File: config.mk
export PLATFORM = sky130hd
export DESIGN_NAME = direct_addr_gen
export DESIGN_NICKNAME = d
export VERILOG_FILES = /design/src/rtl/dag_pkg.sv /design/src/rtl/dag_page_join.sv /design/src/rtl/dag_stack_add.sv /design/src/rtl/dag_ctrl.sv /design/src/rtl/direct_addr_gen.sv
export SDC_FILE = /design/constraint.sdc
export NUM_CORES = 1
export LEC_CHECK = 0
export ABC_AREA = 1
export BUFFER_PORTS_ARGS = -buffer_cell sky130_fd_sc_hd__buf_4
export CORE_MARGIN = 4
export CORE_UTILIZATION = 41
export CTS_CLUSTER_DIAMETER = 100
export CTS_CLUSTER_SIZE = 28
export DETAILED_ROUTE_END_ITERATION = 10
export PLACE_DENSITY_LB_ADDON = 0.2
export SLEW_MARGIN = 20
export SYNTH_ARGS = -nofsm -noshare
export SYNTH_HDL_FRONTEND = slang
export SYNTH_HIERARCHICAL = 1
export SYNTH_SLANG_ARGS = --single-unit
File: constraint.sdc
create_clock -name clk -period 3.4 [get_ports clk]
set_clock_uncertainty 0.05 [all_clocks]
set_input_delay 0.34 -clock clk [delete_from_list [all_inputs] [get_ports clk]]
set_output_delay 0.34 -clock clk [all_outputs]
set_load 0.005 [all_outputs]
File: src/rtl/dag_pkg.sv
package dag_pkg;

    typedef enum logic [0:0] {
        ST_IDLE  = 1'b0,
        ST_ISSUE = 1'b1
    } dag_state_e;

    typedef enum logic [1:0] {
        SRC_PAGE  = 2'd0,
        SRC_STACK = 2'd1,
        SRC_REG   = 2'd2
    } dag_src_e;

endpackage

File: src/rtl/dag_page_join.sv
module dag_page_join #(
    parameter int OFS_W  = 7,
    parameter int ADDR_W = 16
) (
    input  logic [ADDR_W-OFS_W-1:0] page_i,
    input  logic [OFS_W-1:0]        ofs_i,
    output logic [ADDR_W-1:0]       addr_o
);
    localparam int PAGE_W = ADDR_W - OFS_W;

    generate
        if (PAGE_W > 0) begin : g_join
            assign addr_o = {page_i, ofs_i};
        end else begin : g_flat
            assign addr_o = ofs_i[ADDR_W-1:0];
        end
    endgenerate

endmodule

File: src/rtl/dag_stack_add.sv
module dag_stack_add #(
    parameter int OFS_W  = 7,
    parameter int ADDR_W = 16
) (
    input  logic [ADDR_W-1:0] stkptr_i,
    input  logic [OFS_W-1:0]  ofs_i,
    output logic [ADDR_W-1:0] addr_o
);
    localparam int PAD_W = ADDR_W - OFS_W;

    logic [ADDR_W-1:0] ofs_ext;

    assign ofs_ext = {{PAD_W{1'b0}}, ofs_i};
    // The carry out of the top bit is dropped, so the sum wraps.
    assign addr_o  = stkptr_i + ofs_ext;

endmodule

File: src/rtl/dag_ctrl.sv
module dag_ctrl
    import dag_pkg::*;
(
    input  logic clk,
    input  logic rst_n,
    input  logic req_i,
    output logic load_o,
    output logic vld_o
);
    dag_state_e state_q, state_d;

    always_comb begin
        state_d = state_q;
        unique case (state_q)
            ST_IDLE:  if (req_i)  state_d = ST_ISSUE;   // REQ_SEEN
            ST_ISSUE: if (!req_i) state_d = ST_IDLE;    // REQ_GONE, else REQ_AGAIN
            default:  state_d = ST_IDLE;
        endcase
    end

    always_ff @(posedge clk) begin
        if (!rst_n) state_q <= ST_IDLE;
        else        state_q <= state_d;
    end

    always_comb begin
        load_o = req_i;
        vld_o  = (state_q == ST_ISSUE);
    end

    AST_VLD_AFTER_REQ: assert property (@(posedge clk) disable iff (!rst_n)
        req_i |=> vld_o);
    AST_NO_VLD_IDLE: assert property (@(posedge clk) disable iff (!rst_n)
        !req_i |=> !vld_o);

endmodule

File: src/rtl/direct_addr_gen.sv
module direct_addr_gen
    import dag_pkg::*;
#(
    parameter int OFS_W  = 7,
    parameter int ADDR_W = 16
) (
    input  logic                    clk,
    input  logic                    rst_n,
    input  logic                    req_i,
    input  logic [OFS_W-1:0]        ofs_i,
    input  logic [ADDR_W-OFS_W-1:0] page_i,
    input  logic [ADDR_W-1:0]       stkptr_i,
    input  logic                    stk_mode_i,
    input  logic                    regacc_i,
    output logic [ADDR_W-1:0]       addr_o,
    output logic                    vld_o
);
    localparam int PAGE_W = ADDR_W - OFS_W;

    logic [ADDR_W-1:0] page_addr, stack_addr, reg_addr, addr_d, addr_q;
    logic              load;
    dag_src_e          src;

    dag_page_join #(.OFS_W(OFS_W), .ADDR_W(ADDR_W)) u_page (
        .page_i (page_i),
        .ofs_i  (ofs_i),
        .addr_o (page_addr)
    );

    dag_stack_add #(.OFS_W(OFS_W), .ADDR_W(ADDR_W)) u_stack (
        .stkptr_i (stkptr_i),
        .ofs_i    (ofs_i),
        .addr_o   (stack_addr)
    );

    // Page-0 form: the register-access override uses a zero page.
    dag_page_join #(.OFS_W(OFS_W), .ADDR_W(ADDR_W)) u_reg (
        .page_i ({PAGE_W{1'b0}}),
        .ofs_i  (ofs_i),
        .addr_o (reg_addr)
    );

    dag_ctrl u_ctrl (
        .clk    (clk),
        .rst_n  (rst_n),
        .req_i  (req_i),
        .load_o (load),
        .vld_o  (vld_o)
    );

    // Register access has priority over both modes.
    always_comb begin
        if (regacc_i)        src = SRC_REG;
        else if (stk_mode_i) src = SRC_STACK;
        else                 src = SRC_PAGE;
    end

    always_comb begin
        unique case (src)
            SRC_REG:   addr_d = reg_addr;
            SRC_STACK: addr_d = stack_addr;
            default:   addr_d = page_addr;
        endcase
    end

    always_ff @(posedge clk) begin
        if (!rst_n)    addr_q <= '0;
        else if (load) addr_q <= addr_d;
    end

    assign addr_o = addr_q;

    AST_PAGE_FORM: assert property (@(posedge clk) disable iff (!rst_n)
        (req_i && !regacc_i && !stk_mode_i) |=>
            (addr_o == {$past(page_i), $past(ofs_i)}));
    AST_STACK_SUM: assert property (@(posedge clk) disable iff (!rst_n)
        (req_i && !regacc_i && stk_mode_i) |=>
            (addr_o == ADDR_W'($past(stkptr_i) + ADDR_W'($past(ofs_i)))));
    AST_REG_PAGE0: assert property (@(posedge clk) disable iff (!rst_n)
        (req_i && regacc_i) |=>
            (addr_o[ADDR_W-1:OFS_W] == '0 && addr_o[OFS_W-1:0] == $past(ofs_i)));
    AST_HOLD_IDLE: assert property (@(posedge clk) disable iff (!rst_n)
        !req_i |=> $stable(addr_o));

endmodule

Word level (Yosys, flattened, before mapping)
Index checks and enable logic that the tools add are counted.
{"block": "totals", "register_bits": 17, "in_bits": 37, "out_inout_bits": 17, "elab_cells": 9}
{"block": "classes", "addsub": 1, "eq_ne": 2, "muxes": 4}
{"operator": "$pmux 16 s2", "count": 1}
{"operator": "$add 16x7->16", "count": 1}
{"operator": "$eq 2x1->1 const B", "count": 1}
{"operator": "$eq 2x2->1 const B", "count": 1}
{"operator": "$mux 1", "count": 2}
{"operator": "$mux 2", "count": 1}

Logic depth before layout (Yosys ltp)
Gate-level depths: netlist of the first run.
{"block": "logic_depth", "word_depth": 4, "ltp_mapped": 14, "ltp_nobuf": 14}

Hierarchy
The synthesis of the first run kept the hierarchy.
{"module": "direct_addr_gen", "n_inst": 1, "cells_each": 159, "area_per_inst_um2": 1016.0, "seq_area_each_um2": 320.3}
{"module": "dag_stack_add", "n_inst": 1, "cells_each": 123, "area_per_inst_um2": 621.8, "seq_area_each_um2": 0.0}
{"module": "dag_page_join", "n_inst": 2, "cells_each": 16, "area_per_inst_um2": 120.1, "seq_area_each_um2": 0.0}
{"module": "dag_ctrl", "n_inst": 1, "cells_each": 4, "area_per_inst_um2": 35.0, "seq_area_each_um2": 20.0}

Worst setup path after synthesis of the first run
Ideal clock, no wire load.
{"block": "synth_timing", "path_kind": "input to register", "startpoint": "input port ofs_i[0]", "endpoint": "register addr_q[12], in the netlist addr_o[12]", "setup_ps": 109, "arrival_time_ps": 1673, "t_required_ps": 3241, "path_slack_ps": 1568, "stages": 13, "path_buffers": 0, "path_cell_list": "ha_1 > fa_1 > nand2_1 > nand2_1 > and2_1 > nand2_1 > nand2_1 > nand3_1 > nand2_1 > nand3_1 > nand3_1 > nand2_1 > inv_1"}
{"block": "synth_between", "elab_chain_len": 2}
{"item": "from (decl)", "line_no": "direct_addr_gen.sv:10", "source": "input logic [OFS_W-1:0] ofs_i,"}
{"item": "$add 16x7->16", "line_no": "dag_stack_add.sv:15", "source": "assign addr_o = stkptr_i + ofs_ext;"}
{"item": "via stack_addr[12]", "line_no": "direct_addr_gen.sv:20", "source": "logic [ADDR_W-1:0] page_addr, stack_addr, reg_addr, addr_d, addr_q;"}
{"item": "$pmux 16 s2", "line_no": "direct_addr_gen.sv:59", "source": "unique case (src)"}
{"item": "to (signal assigned)", "line_no": "direct_addr_gen.sv:68", "source": "else if (load) addr_q <= addr_d;"}
{"item": "to (decl)", "line_no": "direct_addr_gen.sv:20"}
The timed path passes the listed nets, and every way through them passes these cells.
A chain may end at the register's enable or synchronous reset.

Worst setup path in the final report of the first run
Ends and elaborated chain as after synthesis.

==> results of run 1 <==
[per-stage QoR]
stage | setup WS, ps | instance area, sq um
final | 1570 | 2090
after global placement | 1360 | 2050
after detailed placement | 1300 | 2050
after global routing | 1410 | 2090
after CTS | 1560 | 2090
after floorplan | 1570 | 1940
[routing by layer]
layer | vias up | GRT usage [%] | routed length [um]
met5 | - | 0 | 0
met4 | 0 | 3.80 | 28
met3 | 2 | 2.25 | 220
met2 | 37 | 24.5 | 1910
met1 | 757 | 20.2 | 2050
li1 | 978 | - | -
[sequential cells by signal, indices dropped and copies added, names as in the netlist]
name,cells
addr_o,16
u_ctrl/vld_o,1
[power by group]
group | switching (mW) | internal (mW)
clock | 0.0677 | 0.0811
sequential | 0.00753 | 0.215
combinational | 0.118 | 0.0969
total | 0.193 | 0.393
[worst min-delay path, cell delays in order]
cell and delay (ps):
buf_4 80, nand2_1 40, inv_1 40
[cells by family (layout without fill, tap and decap cells)]
kind of cell,count (synthesis),in the layout,share of synthesized area (%)
other cells,1,9,0.196
flops,17,17,17.8
buf+inv,84,98,26.9
fa+ha+maj,8,8,5.62
simple gates,183,183,41.8
compound gates,19,19,4.97
xor+xnor,6,6,2.75
[Yosys cell counts, drive strengths merged]
| cell | number |
|---|---|
| nand2 | 86 |
| nor2 | 45 |
| nand3 | 44 |
| inv | 41 |
| buf | 40 |
| a21oi | 18 |
| dfxtp | 17 |
| ha | 7 |
| xor2 | 6 |
| and2 | 3 |
| clkbuf | 2 |
| nor3 | 2 |
| conb | 1 |
| dlymetal6s2s | 1 |
| fa | 1 |
| nand3b | 1 |
| nand4 | 1 |
| o21ai | 1 |
| or2 | 1 |
[cells in the final DEF (no fill, tap or decap), drive strengths merged]
master	count
nor2	45
nand3b	1
fa	1
or2	1
ha	7
nand2	86
clkinv	1
xor2	6
nand3	44
clkbuf	3
a21oi	18
nand4	1
conb	9
nor3	2
inv	41
buf	53
dfxtp	17
and2	3
o21ai	1
[how the worst max path moves through the flow]
stage	cells past startpoint	endpoint	slack (ps)
after CTS	14	addr_o[8]	1560
after global routing	14	addr_o[12]	1410
after floorplan	13	addr_o[12]	1570
after global placement	14	addr_o[12]	1360
final	14	addr_o[12]	1570
after detailed placement	14	addr_o[12]	1300
[cell type report]
cell class                      instances  area, sq um
Timing Repair Buffer                   53          398
Multi-Input combinational cell        225         1090
Clock buffer                            3         41.3
Inverter                               41          154
Fill cell                             493         2350
Clock inverter                          1         5.00
Sequential cell                        17          340
Tap cell                               52         65.1
==> metrics, run 1 <==
crit-path max FO 3; diodes inserted 0; most frequent CP cell nand2_1; CTS H-Tree Depth 1; Seq/Total Area, Yosys roughly 18%; FF+latch count, synth 17; Startpoint Class input pin; DIE AREA 5820 sq um; post-cts sizing count 0; RSZ-0062 raised after global routing no; Distinct cells, synth 26; num rows 24; Bufs on Longest Clock Path 2; CP Class input pin to flip-flop; Final Util 47.1%; end of the worst register-to-register path addr_o[8]; vias in the first global route approximately 1,600; max cap viols 0; endpoint class of the critical path flip-flop; Yosys top cell by area dfxtp_1; PortBufs 53; DRT antenna net count 0; Vias/cell 4.53; WHS Path Cells 3; Num CTS Buffers 3; Slew Viols, Final 0; P&R area growth vs syn 9.35%; Post-Route WL 4200 um; drt initial violations roughly 120; Clock Sinks 17; fin nets just under 400; router iterations before antenna repair 4; GP Congestion 0.826; Hold Startpoint rst_n; Setup TNS Final 0 ps; syn_area_per_cell 6.02 sq um; pin count of the biggest net entering global routing 19; synthesis warning total 6; Clk Latency, worst-skew pair ~250 ps; DP HPWL ~3400 um; initial antenna violation count 0; status finished, final reports clean; crit share post-route ~54%; total I/O pin count 54; fraction of layout cells with a size suffix above 1 just over 20%; total grt overflow 0; drt drc 0; Setup-failing EPs final 0; R2R cell count 4; CP arrival slightly below 2000 ps; P_leak between 1 and 1.5 nW; min cycle time layout 1830 ps; Post-Syn Area between 1500 and 2000 sq um; die width ~76 um; CTS tree built; Crit path max-delay family simple AND/OR/NAND/NOR gates; wire per inst 10.7 um; crit-path max cell delay 410 ps; CTS Root Cell clkbuf_8; core box area around 4400 sq um; first-pass GRT wire length between 7000 and 8000 um; worst hold path class input pin to flip-flop; total power around 0.59 mW; CP cell instances buf_4 -> ha_1 -> fa_1 -> nand2_1 -> nand2_1 -> and2_1 -> nand2_1 -> nand2_1 -> nand3_1 -> nand2_1 -> nand3_1 -> nand3_1 -> nand2_1 -> inv_1; worst min-delay path endpoint u_ctrl/vld_o; WP data required 3500 ps; Clock Pin Slew Worst Setup and Hold Paths around 70 ps; FMAX 547 MHz; Die H 76.3 um; Placed Instances just under 400; worst-path cell with the longest stage delay fa_1; post-synth top area share between 10% and 20%; worst r2r src addr_o[8]; Syn Inst Count 318; top post-synthesis cells by area dfxtp_1 (18%), nand2_1 (16%), buf_4 (13%), nand3_1 (12%), nor2_1 (8.6%); global-route total usage across every layer ~15%; Worst Path Buf+Inv 2; postcts setup bufs 0; vias approximately 1,800; Pwr Density about 280 nW/um^2; number of hold buffers added after CTS 0; hold slack final approximately 230 ps; Final Hold Violating Endpoints 0; Initial Util between 40% and 50%; non-filler cells, final just under 400; R2R Setup Slk 2660 ps; crit path from ofs_i[0]; maximum vdd ir drop approximately 0.11 mV
Power figures use the tool's default switching activity.
==> inputs of run 2 (changes only) <==
ABC_AREA = 0   (was 1)
clock period = 1.6 ns   (was 3.4 ns; I/O delays follow)
==> metrics, run 2 <==
Setup-failing EPs final 3; CP arrival approximately 1700 ps; Distinct cells, synth 36; core box area around 3700 sq um; Slew Viols, Final 0; Placed Instances between 200 and 300; crit-path max cell delay about 370 ps; wire per inst between 15 and 20 um; crit share post-route 102%; hold slack final between 150 and 200 ps; Bufs on Longest Clock Path 2; worst r2r src addr_o[5]; commonest non-fill, non-tap cell in the layout buf_4; post-route cell area 2160 sq um; max reg flops 16; fraction of layout cells with a size suffix above 1 a little over two fifths; Vias/cell approximately 5.4; first-pass GRT wire length roughly 7000 um; R2R cell count 2; Post-Route WL about 4400 um; CP cell instances buf_8 -> ha_4 -> fa_2 -> a211oi_4 -> o211ai_2 -> a41oi_2 -> a31oi_1 -> mux2i_1 -> o221ai_1; initial antenna violation count 0; RSZ-0062 raised after global routing yes; worst hold path class input pin to flip-flop; Hold Startpoint page_i[5]; drt drc 0; crit-path max FO 5; WP data required about 1700 ps; total grt overflow 0; CTS tree built; Post-Syn Area about 1600 sq um; router iterations before antenna repair 4; Seq/Total Area, Yosys 21.1%; num rows 22; FMAX around 620 MHz; min cycle time layout around 1600 ps; Pwr Density roughly 630 nW/um^2; DIE AREA between 4000 and 5000 sq um; Clock Sinks 17; GP Congestion ~0.87; commonest non-fill, non-tap cells in the layout buf_4 (74), nand2_1 (20), dfxtp_1 (17); Clk Latency, worst-skew pair around 250 ps; top_reg_cell synth dfxtp_1; vias about 1,500; top post-synthesis cells by area dfxtp_1 (21%), buf_4 (16%), mux2i_1 (9.9%), o221ai_1 (8.7%), nand3b_1 (7.5%); CTS Root Cell clkbuf_8; DP HPWL between 3000 and 4000 um; P_leak around 0.97 nW; die width roughly 71 um; P&R area growth vs syn 34.2%; status finished with violations; fin nets between 200 and 300; PortBufs 53; synthesis warning total 6; WHS Path Cells 3; Yosys top cell by area dfxtp_1; Final Hold Violating Endpoints 0; cell with the most instances after synthesis buf_4; max cap viols 0; syn_area_per_cell roughly 8.6 sq um; maximum vdd ir drop 0.464 mV; Clock Pin Slew Worst Setup and Hold Paths 70 ps; pin count of the biggest net entering global routing 35; vias in the first global route 1,571; FF+latch count, synth 17; number of hold buffers added after CTS 0; Setup TNS Final -47.6 ps; worst-path cell with the longest stage delay fa_2; Synth async-reset ratio 0%; worst min-delay path endpoint addr_o[12]; Startpoint Class input pin; DP Area 1950 sq um; EDFF count, synth 0; Syn Inst Count roughly 190; Num CTS Buffers 3; failing checks negative setup slack; total I/O pin count 54; CP Class input pin to flip-flop; global-route total usage across every layer about 17%; Initial Util between 40% and 50%; diodes inserted 0; R2R Setup Slk about 900 ps; post-synth top area share 21.1%; Post-synth top cells buf_4 (34), nand2_1 (20), dfxtp_1 (17); fin worst setup slack -25.1 ps; DRT antenna net count 0; endpoint class of the critical path flip-flop; CTS H-Tree Depth 1; Die H approximately 71 um; end of the worst register-to-register path addr_o[5]; drt initial violations between 50 and 60; non-filler cells, final 282
-- run 2: layout make-up --
type / count / area (sq um)
Fill cell: 339 / 1550
Multi-Input combinational cell: 134 / 1120
Timing Repair Buffer: 77 / 593
Sequential cell: 17 / 340
Tap cell: 48 / 60.1
Clock buffer: 3 / 41.3
Inverter: 2 / 7.51
Clock inverter: 1 / 5.00
-- run 2: kinds of logic (layout without fill, tap and decap cells) --
| group | count (synthesis) | count (layout) | synth area share (%) |
|---|---|---|---|
| other cells | 1 | 9 | 0.233 |
| fa+ha+maj | 8 | 8 | 6.68 |
| mux | 16 | 16 | 9.94 |
| xor+xnor | 13 | 13 | 7.07 |
| compound gates | 32 | 32 | 16.1 |
| simple gates | 56 | 56 | 19.0 |
| buf+inv | 44 | 83 | 19.9 |
| flops | 17 | 17 | 21.1 |
-- run 2: stage by stage --
| step | power, mW | utilization, % | setup WS (ps) |
|---|---|---|---|
| floorplan | 0.790 | - | -85.4 |
| finish | 1.35 | 58.2 | -25.1 |
| detailed placement | 0.955 | 52.5 | -374 |
| global placement | 0.947 | 52.5 | -348 |
| global route | 1.43 | 58.2 | -140 |
| CTS | 1.31 | 55.8 | -47.4 |
-- run 2: power by group --
part	switching, mW	internal [mW]
logic	0.249	0.299
registers	0.0189	0.457
clock network	0.156	0.173
-- run 2: worst max-delay path by stage --
stage                start    endpoint  slack (ps)  cells past startpoint
4_1_cts           ofs_i[0]  addr_o[14]         -50                      9
6_report          ofs_i[0]  addr_o[14]         -30                      9
5_1_grt        stkptr_i[1]   addr_o[6]        -140                      9
3_3_place_gp      ofs_i[1]  addr_o[13]        -350                      8
3_5_place_dp      ofs_i[0]  addr_o[14]        -370                      9
2_1_floorplan     ofs_i[0]  addr_o[14]         -90                      8
-- run 2: routing by layer --
layer  vias to the layer above  global-route usage [%]  wire length [um]
met5                         -                       0                 0
met4                         0                    3.97                85
met3                        10                    4.97               353
met2                        61                    28.6              2180
met1                       717                    20.1              1750
li1                        732                       -                 -
-- run 2: worst max-delay path, delay by kind of cell --
kind / cells / cell delay (ps)
muxes: 1 / 150
buffers and inverters: 1 / 100
AOI/OAI and AO/OA: 5 / 760
adders and majority gates: 2 / 530
-- run 2: timing repair --
item / in CTS / in global routing
endpoints found under the setup margin: 11 / 12
setup buffers: 3 / 2
pin swaps: 8 / 9
gates resized for setup: 9 / 13
cloned: 0 / 0
